File: src/rtl/spi_cmd_pkg.sv
package spi_cmd_pkg;
   localparam int unsigned SPI_MAX_BITS = 16;
   localparam int unsigned SPI_DIV_W    = 8;
   localparam int unsigned SPI_LEN_W    = $clog2(SPI_MAX_BITS + 1);
   localparam int unsigned SPI_HALF_W   = SPI_LEN_W + 1;

   typedef struct packed {
      logic [SPI_LEN_W-1:0] len;
      logic                 cpol;
      logic                 cpha;
      logic                 lsb_first;
      logic [SPI_DIV_W-1:0] div;
   } spi_attr_t;

   typedef enum logic {
      ST_IDLE = 1'b0,
      ST_XFER = 1'b1
   } spi_state_e;
endpackage

File: src/rtl/spi_attr_bank.sv
module spi_attr_bank
   import spi_cmd_pkg::*;
#(
   parameter int unsigned NUM_SETS = 4,
   parameter int unsigned MIN_BITS = 4,
   parameter int unsigned DEF_BITS = 8,
   localparam int unsigned SEL_W = (NUM_SETS > 1) ? $clog2(NUM_SETS) : 1
) (
   input  logic             clk,
   input  logic             rst_n,
   input  logic             wr_en,
   input  logic [SEL_W-1:0] wr_sel,
   input  spi_attr_t        wr_attr,
   input  logic [SEL_W-1:0] rd_sel,
   output spi_attr_t        rd_attr
);
   localparam logic [SPI_LEN_W-1:0] LEN_LO  = SPI_LEN_W'(MIN_BITS);
   localparam logic [SPI_LEN_W-1:0] LEN_HI  = SPI_LEN_W'(SPI_MAX_BITS);
   localparam logic [SPI_LEN_W-1:0] LEN_DEF = SPI_LEN_W'(DEF_BITS);

   if (MIN_BITS < 2 || MIN_BITS > SPI_MAX_BITS) begin : g_bad_min
      $error("spi_attr_bank: MIN_BITS out of range");
   end
   if (DEF_BITS < MIN_BITS || DEF_BITS > SPI_MAX_BITS) begin : g_bad_def
      $error("spi_attr_bank: DEF_BITS out of range");
   end

   spi_attr_t set_q [NUM_SETS];
   logic      len_ok;

   assign len_ok  = (wr_attr.len >= LEN_LO) && (wr_attr.len <= LEN_HI);
   assign rd_attr = set_q[rd_sel];

   for (genvar g = 0; g < NUM_SETS; g++) begin : g_set
      always_ff @(posedge clk or negedge rst_n) begin
         if (!rst_n) begin
            set_q[g]     <= '0;
            set_q[g].len <= LEN_DEF;
         end else if (wr_en && (wr_sel == SEL_W'(g)) && len_ok) begin
            set_q[g] <= wr_attr;
         end
      end

      // a stored length never leaves the legal range
      p_len_range_r9 : assert property (@(posedge clk) disable iff (!rst_n)
         (set_q[g].len >= LEN_LO) && (set_q[g].len <= LEN_HI));
   end
endmodule

File: src/rtl/spi_half_timer.sv
module spi_half_timer
   import spi_cmd_pkg::*;
(
   input  logic                 clk,
   input  logic                 rst_n,
   input  logic                 load,
   input  logic [SPI_DIV_W-1:0] load_div,
   input  logic                 run,
   input  logic [SPI_DIV_W-1:0] reload_div,
   output logic                 step
);
   logic [SPI_DIV_W-1:0] cnt_q;

   assign step = run && (cnt_q == '0);

   always_ff @(posedge clk or negedge rst_n) begin
      if (!rst_n) begin
         cnt_q <= '0;
      end else if (load) begin
         cnt_q <= load_div;
      end else if (step) begin
         cnt_q <= reload_div;
      end else if (run) begin
         cnt_q <= cnt_q - 1'b1;
      end
   end

   // every half period restarts from the frame's divider
   p_step_reload_r2 : assert property (@(posedge clk) disable iff (!rst_n)
      (step && !load) |=> (cnt_q == $past(reload_div)));
endmodule

File: src/rtl/spi_shift_core.sv
module spi_shift_core
   import spi_cmd_pkg::*;
(
   input  logic                    clk,
   input  logic                    rst_n,
   input  logic                    load,
   input  logic [SPI_MAX_BITS-1:0] load_data,
   input  logic [SPI_LEN_W-1:0]    load_len,
   input  logic                    load_lsb,
   input  logic [SPI_LEN_W-1:0]    frm_len,
   input  logic                    frm_lsb,
   input  logic                    shift_en,
   input  logic                    sample_en,
   input  logic                    miso,
   output logic                    mosi,
   output logic [SPI_MAX_BITS-1:0] rx_word
);
   localparam logic [SPI_LEN_W-1:0] FULL = SPI_LEN_W'(SPI_MAX_BITS);

   logic [SPI_MAX_BITS-1:0] tx_q;
   logic [SPI_MAX_BITS-1:0] rx_q;

   always_ff @(posedge clk or negedge rst_n) begin
      if (!rst_n) begin
         tx_q <= '0;
         rx_q <= '0;
      end else if (load) begin
         tx_q <= load_lsb ? load_data : (load_data << (FULL - load_len));
         rx_q <= '0;
      end else begin
         if (shift_en) begin
            tx_q <= frm_lsb ? (tx_q >> 1) : (tx_q << 1);
         end
         if (sample_en) begin
            rx_q <= frm_lsb ? {miso, rx_q[SPI_MAX_BITS-1:1]}
                            : {rx_q[SPI_MAX_BITS-2:0], miso};
         end
      end
   end

   assign mosi    = frm_lsb ? tx_q[0] : tx_q[SPI_MAX_BITS-1];
   assign rx_word = frm_lsb ? (rx_q >> (FULL - frm_len)) : rx_q;

   // the serial output moves only on a load or a shift
   p_mosi_hold_r4 : assert property (@(posedge clk) disable iff (!rst_n)
      (!shift_en && !load && $stable(frm_lsb)) |=> $stable(mosi));
endmodule

File: src/rtl/spi_cmd_master.sv
module spi_cmd_master
   import spi_cmd_pkg::*;
#(
   parameter int unsigned NUM_SETS = 4,
   parameter int unsigned MIN_BITS = 4,
   localparam int unsigned SEL_W = (NUM_SETS > 1) ? $clog2(NUM_SETS) : 1
) (
   input  logic                    clk,
   input  logic                    rst_n,
   input  logic                    master_en,
   input  logic                    run_req,
   input  logic                    cfg_we,
   input  logic [SEL_W-1:0]        cfg_sel,
   input  logic [SPI_LEN_W-1:0]    cfg_len,
   input  logic                    cfg_cpol,
   input  logic                    cfg_cpha,
   input  logic                    cfg_lsb_first,
   input  logic [SPI_DIV_W-1:0]    cfg_div,
   input  logic                    ent_valid,
   output logic                    ent_ready,
   input  logic [SEL_W-1:0]        ent_sel,
   input  logic [SPI_MAX_BITS-1:0] ent_data,
   output logic                    running,
   output logic                    sck,
   output logic                    mosi,
   input  logic                    miso,
   output logic [NUM_SETS-1:0]     cs_n,
   output logic                    frame_done,
   output logic [SPI_MAX_BITS-1:0] rx_data
);
   if (NUM_SETS < 2 || (NUM_SETS & (NUM_SETS - 1)) != 0) begin : g_bad_sets
      $error("spi_cmd_master: NUM_SETS must be a power of two, at least 2");
   end

   spi_attr_t                wr_attr, rd_attr, cur_q;
   spi_state_e               state_q;
   logic [SEL_W-1:0]         sel_q;
   logic [SPI_HALF_W-1:0]    half_q, half_nx, half_last;
   logic                     sck_q, run_q, done_q;
   logic [SPI_MAX_BITS-1:0]  rx_q, rx_word;
   logic                     accept, step, last, frame_end;
   logic                     shift_en, sample_en, drive, core_mosi;

   assign wr_attr = '{len: cfg_len, cpol: cfg_cpol, cpha: cfg_cpha,
                      lsb_first: cfg_lsb_first, div: cfg_div};

   spi_attr_bank #(.NUM_SETS(NUM_SETS), .MIN_BITS(MIN_BITS)) u_bank (
      .clk(clk), .rst_n(rst_n), .wr_en(cfg_we), .wr_sel(cfg_sel),
      .wr_attr(wr_attr), .rd_sel(ent_sel), .rd_attr(rd_attr));

   assign ent_ready = (state_q == ST_IDLE) && run_q && master_en;
   assign accept    = ent_valid && ent_ready;

   spi_half_timer u_timer (
      .clk(clk), .rst_n(rst_n), .load(accept), .load_div(rd_attr.div),
      .run((state_q == ST_XFER) && master_en), .reload_div(cur_q.div),
      .step(step));

   assign half_nx   = half_q + 1'b1;
   assign half_last = {cur_q.len, 1'b0} - 1'b1;
   assign last      = (half_q == half_last);
   assign frame_end = step && last;
   assign shift_en  = step && !last && !half_nx[0];
   assign sample_en = step && !last && half_nx[0];

   spi_shift_core u_core (
      .clk(clk), .rst_n(rst_n), .load(accept), .load_data(ent_data),
      .load_len(rd_attr.len), .load_lsb(rd_attr.lsb_first),
      .frm_len(cur_q.len), .frm_lsb(cur_q.lsb_first),
      .shift_en(shift_en), .sample_en(sample_en), .miso(miso),
      .mosi(core_mosi), .rx_word(rx_word));

   always_ff @(posedge clk or negedge rst_n) begin
      if (!rst_n) begin
         state_q <= ST_IDLE;
         cur_q   <= '0;
         sel_q   <= '0;
         half_q  <= '0;
         sck_q   <= 1'b0;
         run_q   <= 1'b0;
         done_q  <= 1'b0;
         rx_q    <= '0;
      end else begin
         done_q <= frame_end;
         if ((state_q == ST_IDLE && !accept) || frame_end) begin
            run_q <= run_req;
         end
         case (state_q)
            ST_IDLE: begin
               if (accept) begin
                  state_q <= ST_XFER;
                  cur_q   <= rd_attr;
                  sel_q   <= ent_sel;
                  half_q  <= '0;
                  sck_q   <= rd_attr.cpol ^ rd_attr.cpha;
               end
            end
            ST_XFER: begin
               if (!master_en) begin
                  state_q <= ST_IDLE;
               end else if (frame_end) begin
                  state_q <= ST_IDLE;
                  rx_q    <= rx_word;
                  sck_q   <= cur_q.cpol;
               end else if (step) begin
                  half_q <= half_nx;
                  sck_q  <= cur_q.cpol ^ cur_q.cpha ^ half_nx[0];
               end
            end
            default: state_q <= ST_IDLE;
         endcase
      end
   end

   assign drive = (state_q == ST_XFER) && master_en;

   for (genvar g = 0; g < NUM_SETS; g++) begin : g_cs
      assign cs_n[g] = !(drive && (sel_q == SEL_W'(g)));
   end

   assign sck        = master_en && sck_q;
   assign mosi       = drive && core_mosi;
   assign running    = run_q;
   assign frame_done = done_q;
   assign rx_data    = rx_q;

   // never more than one chip select active
   p_cs_onehot_r3 : assert property (@(posedge clk) disable iff (!rst_n)
      $onehot0(~cs_n));
   // chip selects released when a frame completes
   p_cs_done_r3 : assert property (@(posedge clk) disable iff (!rst_n)
      frame_done |-> (cs_n == '1));
   // completion is a single-cycle pulse
   p_done_pulse_r6 : assert property (@(posedge clk) disable iff (!rst_n)
      frame_done |=> !frame_done);
   // run state frozen inside a frame
   p_defer_r7 : assert property (@(posedge clk) disable iff (!rst_n)
      ((state_q == ST_XFER) && master_en && !frame_end) |=> (running == $past(running)));
   // stopped block offers no acceptance
   p_stop_gate_r8 : assert property (@(posedge clk) disable iff (!rst_n)
      !running |-> !ent_ready);
   // bus released without master mode
   p_master_off_r10 : assert property (@(posedge clk) disable iff (!rst_n)
      !master_en |-> ((cs_n == '1) && !ent_ready && !sck && !mosi));
endmodule

File: config.mk
export PLATFORM = sky130hd
export DESIGN_NAME = spi_cmd_master
export DESIGN_NICKNAME = d
export VERILOG_FILES = /design/src/rtl/spi_cmd_pkg.sv /design/src/rtl/spi_attr_bank.sv /design/src/rtl/spi_half_timer.sv /design/src/rtl/spi_shift_core.sv /design/src/rtl/spi_cmd_master.sv
export SDC_FILE = /design/constraint.sdc
export NUM_CORES = 1
export LEC_CHECK = 0
export BUFFER_PORTS_ARGS = -buffer_cell sky130_fd_sc_hd__buf_2
export CAP_MARGIN = 10
export CORE_MARGIN = 5
export CORE_UTILIZATION = 35
export DETAILED_ROUTE_END_ITERATION = 8
export PLACE_DENSITY = 0.58
export SYNTH_ARGS = -nofsm -noshare
export SYNTH_HDL_FRONTEND = slang
export SYNTH_SLANG_ARGS = --single-unit
File: constraint.sdc
create_clock -name clk -period 3 [get_ports clk]
set_input_delay 0.6 -clock clk [delete_from_list [all_inputs] [get_ports clk]]
set_output_delay 0.6 -clock clk [all_outputs]
set_load 0.1 [all_outputs]
==> results.py, run 1 <==
metrics = {
    "logic_synthesis": {
        "synth_edf_count": 0,
        "syn_area_sq_um": 8360,
        "ys.flop_type": "dfrtp_1",
        "synth.largest_area_cell": "dfrtp_1",
        "synth-async-reset-ratio": 1.00,
        "synth-xor-area-share": 0.0194,
        "yosys.area_share.simple": 0.118,
        "ys_seq_area_frac": 0.443,
        "yosysWarnings": 0,
        "synth.area.mux_share": 0.249,
        "syn_inst": 780,
        "ys_types": 60,
        "postSynthAreaPerCell_sq_um": 10.7,
        "syn-num-nets": 828,
        "synth_top_area_frac": 0.431,
        "synthAdderAreaFrac": 0.00748,
        "synth_top_family_by_area": "multiplexers",
        "synth_compound_area_frac": 0.126,
        "synth_area_leaders": "dfrtp_1 43%, mux2_2 10%, mux4_2 7.8%",
        "ys_ff_latch": 148,
    },
    "power": {
        "combPwrFrac": 0.386,
        "peakVddDrop_uv": 448,
        "p_int_mw": 5.13,
        "power_switching_mw": 3.14,
        "p_sw_frac": 0.380,
        "cellPowerDensity_nw_per_um2": 833,
        "p_leak_nw": 4.32,
        "seqPwrFrac": 0.356,
        "clockPowerShare": 0.258,
    },
    "floorplan": {
        "fp.dieH_um": 165,
        "placement_rows": 56,
        "core_area_sq_um": 23500,
        "die-area_sq_um": 27100,
        "io_pins": 68,
        "start_util": 0.356,
        "die_w_um": 165,
    },
    "global_routing": {
        "grt_usage": 0.159,
        "grt_max_degree": 65,
        "gr-total-overflow": 0,
        "grt_pass1_wl_um": 34500,
        "grt_pass1_vias": 6246,
        "antenna_found_initial": 3,
    },
    "routing": {
        "antenna_left": 0,
        "via_count": 6312,
        "drt-initial-drc-count": 334,
        "wl_met1_um": 9580,
        "wl_per_cell_um": 17.3,
        "wl_um": 20500,
        "drc": 0,
        "wl_met3_um": 943,
        "top_layer": "met5",
        "avgViaCountPerCell": 5.31,
        "dr.pass1.iters": 5,
        "route.met2.wl_um": 9610,
    },
    "critical_path": {
        "critPathMaxFanout": 7,
        "critPathCaptureType": "register",
        "critPathLaunchType": "register",
        "arrival_ps": 2970,
        "cp_data_required_time_ps": 3370,
        "worst-setup-path-type": "reg2reg",
    },
    "sta": {
        "finalWorstSetupSlack_ps": 392,
        "setup_violations": 0,
        "relSlewSlack": 0.589,
        "fin_crit_ps": 2610,
        "finalHoldViolations": 0,
        "fin_crit_sh": 0.869,
        "fin_worst_skew_ps": 10.2,
        "rsz0062_at_grt": "false",
        "fmax_ghz": 0.383,
        "slew_violations": 0,
        "worstMarginPinSlew_ps": 617,
    },
    "finish": {
        "syn2layout_area_growth_pct": 18.7,
        "n_fill_cell": 2268,
        "fin_cells": 1188,
        "nets": 903,
        "drive_gt1_frac": 0.312,
    },
    "cts": {
        "cts_tree": "yes",
        "clkSinkCount": 148,
        "htreeDepth": 4,
        "post_cts_resized": 0,
        "postCtsSetupBuffers": 0,
        "hold_buffers": 0,
        "cts_buffers": 17,
        "insertion_delay_ps": 430,
        "clock_path_buffers": 2,
        "clock-root-buffer": "clkbuf_16",
        "clk_pin_slew_ps": 70,
    },
    "placed_design": {
        "post-place-ws_ps": -21.7,
        "dp.cells": 1155,
        "globalplace.congestion": 0.893,
        "port_buffers": 67,
        "dp_hpwl_um": 14600,
    },
    "run_status": {
        "status": "finished clean",
    },
    "hold_path": {
        "min-delay-path-class": "in2async",
    },
    "flow_run": {
        "max-cap-violations": 0,
    },
}
[power by group through the flow]
stage,sequential (mW),clock [mW],combinational [mW]
after floorplan,2.85,0,2.45
after detailed placement,2.98,0,3.18
after global routing,3.02,2.29,3.51
after CTS,2.95,2.18,3.19
final,2.94,2.14,3.19
after global placement,2.97,0,3.15
[kinds of logic (layout without fill, tap and decap cells)]
kind of cell,Yosys count,after routing
adder cells (fa/ha/maj),5,5
buffers and inverters,75,163
other,0,1
AND/OR/NAND/NOR,211,211
multiplexers,161,161
flip-flops,148,148
XOR/XNOR,17,17
AO/OA/AOI/OAI,163,163
[flip-flops by register name, summed over array words and instances, names as in the netlist]
| signal | flops |
|---|---|
| u_core.tx_q | 16 |
| sel_q | 2 |
| u_core.rx_q | 16 |
| sck_q | 1 |
| frame_done | 1 |
| u_bank.set_q | 64 |
| half_q | 6 |
| rx_data | 16 |
| running | 1 |
| cur_q | 16 |
| u_timer.cnt_q | 8 |
| state_q | 1 |
[through the flow]
| stage | util | hold slack (ps) | setup TNS, ps | power [mW] | area (sq um) |
|---|---|---|---|---|---|
| after floorplan | - | 304 | -197 | 5.29 | 8430 |
| after global placement | 0.397 | 461 | 0 | 6.12 | 9320 |
| after detailed placement | 0.397 | 460 | -84.5 | 6.16 | 9320 |
| after CTS | 0.423 | 158 | 0 | 8.32 | 9920 |
| after global routing | 0.423 | 190 | 0 | 8.81 | 9920 |
| final | 0.423 | 148 | 0 | 8.27 | 9920 |
[Yosys cell counts, types with 15 or more instances]
| cell type | n |
|---|---|
| a211oi_1 | 15 |
| a21oi_1 | 41 |
| clkbuf_1 | 42 |
| dfrtp_1 | 144 |
| inv_1 | 17 |
| mux2_2 | 76 |
| mux2i_1 | 55 |
| mux4_2 | 29 |
| nand2_1 | 78 |
| nand3_1 | 15 |
| nor2_1 | 58 |
| o21ai_0 | 36 |
[placed cells by master, fill, tap and decap left out, types with 4 or more instances in the layout]
master and instances:
xnor2_1 7, mux2_2 76, nand4_1 10, buf_4 42, buf_2 66, nand2_1 78, mux2i_1 55, clkbuf_16 17
a21oi_1 41, dfrtp_1 143, nor2b_1 12, a31oi_1 12, o221ai_1 11, and3_1 4, xor2_1 8, a211oi_1 15
or3_1 8, nor3_1 5, o21ai_0 36, dfstp_2 4, clkinv_8 5, buf_12 4, inv_8 4, o21a_1 8
o22ai_1 7, nor2_1 55, a32oi_1 5, mux4_2 29, nand3_1 15, inv_1 15, o211ai_1 6, ha_1 4
inv_6 5
[cell type report]
cell class	count	area, sq um	area share
Clock inverter	15	178	0.0179
Sequential cell	148	3710	0.374
Tap cell	319	399	0.0402
Inverter	18	77.6	0.00782
Timing Repair Buffer	113	737	0.0743
Clock buffer	17	425	0.0429
Multi-Input combinational cell	557	4400	0.443
Antenna cell	1	2.50	0.000252
[path summary, 6_finish.rpt]
kind,from,endpoint,slack (ps),cells after the start
max reg2reg,u_bank.set_q[12],u_core.tx_q[13],390,9
min,rst_n,half_q[2],150,1
min reg2reg,cur_q[1],cur_q[1],470,1
min in group clk,run_req,running,410,2
max in group asynchronous,rst_n,u_core.tx_q[8],2100,2
max,u_bank.set_q[12],u_core.tx_q[13],390,9
[per-layer routing]
layer | GRT usage | vias up
met4 | 0.0510 | 4
li1 | - | 3046
met3 | 0.0334 | 30
met5 | 0 | -
met2 | 0.247 | 154
met1 | 0.223 | 3078
[worst max-delay path, cell delays in order, from the launching register on]
cell and delay (ps):
dfrtp_1 370, mux4_2 480, inv_1 130, ha_4 160, inv_4 30, o31a_1 260
or3_1 510, or2b_1 270, o221ai_1 160, a22o_1 160
Note: power is estimated with default switching activity, not from simulation.
==> run 2: changes to the inputs <==
--- a/config.mk
+++ b/config.mk
@@ -6,11 +6,12 @@
 export NUM_CORES = 1
 export LEC_CHECK = 0
 export BUFFER_PORTS_ARGS = -buffer_cell sky130_fd_sc_hd__buf_2
-export CAP_MARGIN = 10
+export CAP_MARGIN = 0
 export CORE_MARGIN = 5
 export CORE_UTILIZATION = 35
 export DETAILED_ROUTE_END_ITERATION = 8
-export PLACE_DENSITY = 0.58
+export PLACE_DENSITY_LB_ADDON = 0.12
+export SKIP_CTS_REPAIR_TIMING = 1
 export SYNTH_ARGS = -nofsm -noshare
 export SYNTH_HDL_FRONTEND = slang
 export SYNTH_SLANG_ARGS = --single-unit
==> results.py, run 2 (synthesized netlist as in run 1, its figures left out) <==
metrics = {
    "placed_design": {
        "placed_cell_area_sq_um": 9330,
        "dp_hpwl_um": 15700,
        "port_buffers": 67,
        "post-place-ws_ps": -89.7,
        "globalplace.congestion": 0.851,
        "dp.cells": 1156,
    },
    "global_routing": {
        "grt_pass1_wl_um": 36100,
        "grt_pass1_vias": 6578,
        "gr-total-overflow": 0,
        "grt_usage": 0.168,
        "grt_max_degree": 60,
        "antenna_found_initial": 0,
    },
    "routing": {
        "dr.pass1.iters": 5,
        "wl_um": 21800,
        "drc": 0,
        "via_count": 6439,
        "avgViaCountPerCell": 5.42,
        "antenna_left": 0,
        "wl_per_cell_um": 18.3,
        "drt-initial-drc-count": 351,
    },
    "sta": {
        "slew_violations": 0,
        "fin_worst_skew_ps": 14.6,
        "relSlewSlack": 0.566,
        "fin_crit_sh": 0.901,
        "fmax_ghz": 0.370,
        "rsz0062_at_grt": "false",
        "setup_tns_ps": 0,
        "finalWorstSetupSlack_ps": 298,
        "hold_slack_ps": 142,
        "finalHoldViolations": 0,
        "worstMarginPinSlew_ps": 651,
        "fin_crit_ps": 2700,
        "setup_violations": 0,
    },
    "floorplan": {
        "fp.dieH_um": 165,
        "start_util": 0.356,
        "die-area_sq_um": 27100,
        "placement_rows": 56,
        "core_area_sq_um": 23500,
        "io_pins": 68,
        "die_w_um": 165,
    },
    "cts": {
        "htreeDepth": 4,
        "clock_path_buffers": 2,
        "clock-root-buffer": "clkbuf_16",
        "clk_pin_slew_ps": 70,
        "insertion_delay_ps": 430,
        "cts_buffers": 17,
        "cts_tree": "yes",
        "clkSinkCount": 148,
    },
    "power": {
        "peakVddDrop_uv": 362,
        "p_leak_nw": 4.34,
        "power.total_mw": 8.37,
        "cellPowerDensity_nw_per_um2": 840,
    },
    "finish": {
        "drive_gt1_frac": 0.313,
        "syn2layout_area_growth_pct": 19.1,
        "layout_commonest_cell": "dfrtp_1",
        "n_fill_cell": 2254,
        "seqCellArea_sq_um": 3710,
        "largest_reg_flops": 64,
        "fin_area_sq_um": 9960,
        "insertedDiodeCount": 0,
        "top_register": "u_bank.set_q",
        "multi_input_area_sq_um": 4400,
        "fin_util": 0.424,
        "nets": 904,
        "fin_cells": 1188,
        "mostFrequentLayoutCells": "143 x dfrtp_1, 78 x nand2_1, 76 x mux2_2, 66 x buf_2",
    },
    "critical_path": {
        "critPathMaxFanout": 7,
        "arrival_ps": 3030,
        "critPathCaptureType": "register",
        "critPathLaunchType": "register",
        "cp_data_required_time_ps": 3330,
        "worst-setup-path-type": "reg2reg",
        "r2r_slack_ps": 300,
    },
    "flow_run": {
        "max-cap-violations": 0,
    },
    "hold_path": {
        "min-delay-path-class": "in2async",
    },
    "run_status": {
        "status": "finished clean",
    },
}
[run 2: cell type report]
| type | instances | area share |
|---|---|---|
| Sequential cell | 148 | 0.372 |
| Tap cell | 319 | 0.0401 |
| Timing Repair Buffer | 114 | 0.0747 |
| Inverter | 18 | 0.00779 |
| Clock buffer | 17 | 0.0427 |
| Multi-Input combinational cell | 557 | 0.441 |
| Clock inverter | 15 | 0.0210 |
[run 2: metal layers]
layer / share of wire / track usage / vias up / wire [um]
met4: 0.012 / 0.0465 / 0 / 258
met3: 0.037 / 0.0252 / 17 / 813
met2: 0.48 / 0.269 / 149 / 10400
met5: 0 / 0 / - / 0
li1: - / - / 3030 / -
met1: 0.48 / 0.237 / 3243 / 10300
[run 2: final timing paths]
kind	from	cells past startpoint	end
setup / recovery	u_bank.set_q[60]	9	u_core.tx_q[4]
hold / removal	rst_n	1	rx_data[5]
setup reg to reg	u_bank.set_q[60]	9	u_core.tx_q[4]
hold reg to reg	cur_q[1]	1	cur_q[1]
max in group asynchronous	rst_n	2	u_bank.set_q[62]
min in group clk	run_req	2	running
[run 2: where the power goes]
group / internal [mW] / switching, mW / total (mW) / leakage [nW]
Combinational: 1.50 / 1.74 / 3.24 / 2.16
Sequential: 2.52 / 0.415 / 2.93 / 1.88
Clock: 1.15 / 1.04 / 2.19 / 0.303
Total: 5.17 / 3.20 / 8.37 / 4.34
[run 2: critical path, cell delays in order (launching register included)]
cell and delay [ps]:
dfrtp_1 400, mux4_2 480, inv_1 130, ha_4 160
inv_4 30, o31a_1 260, or3_1 520, nor2_2 260
nand2_1 150, o221ai_1 210
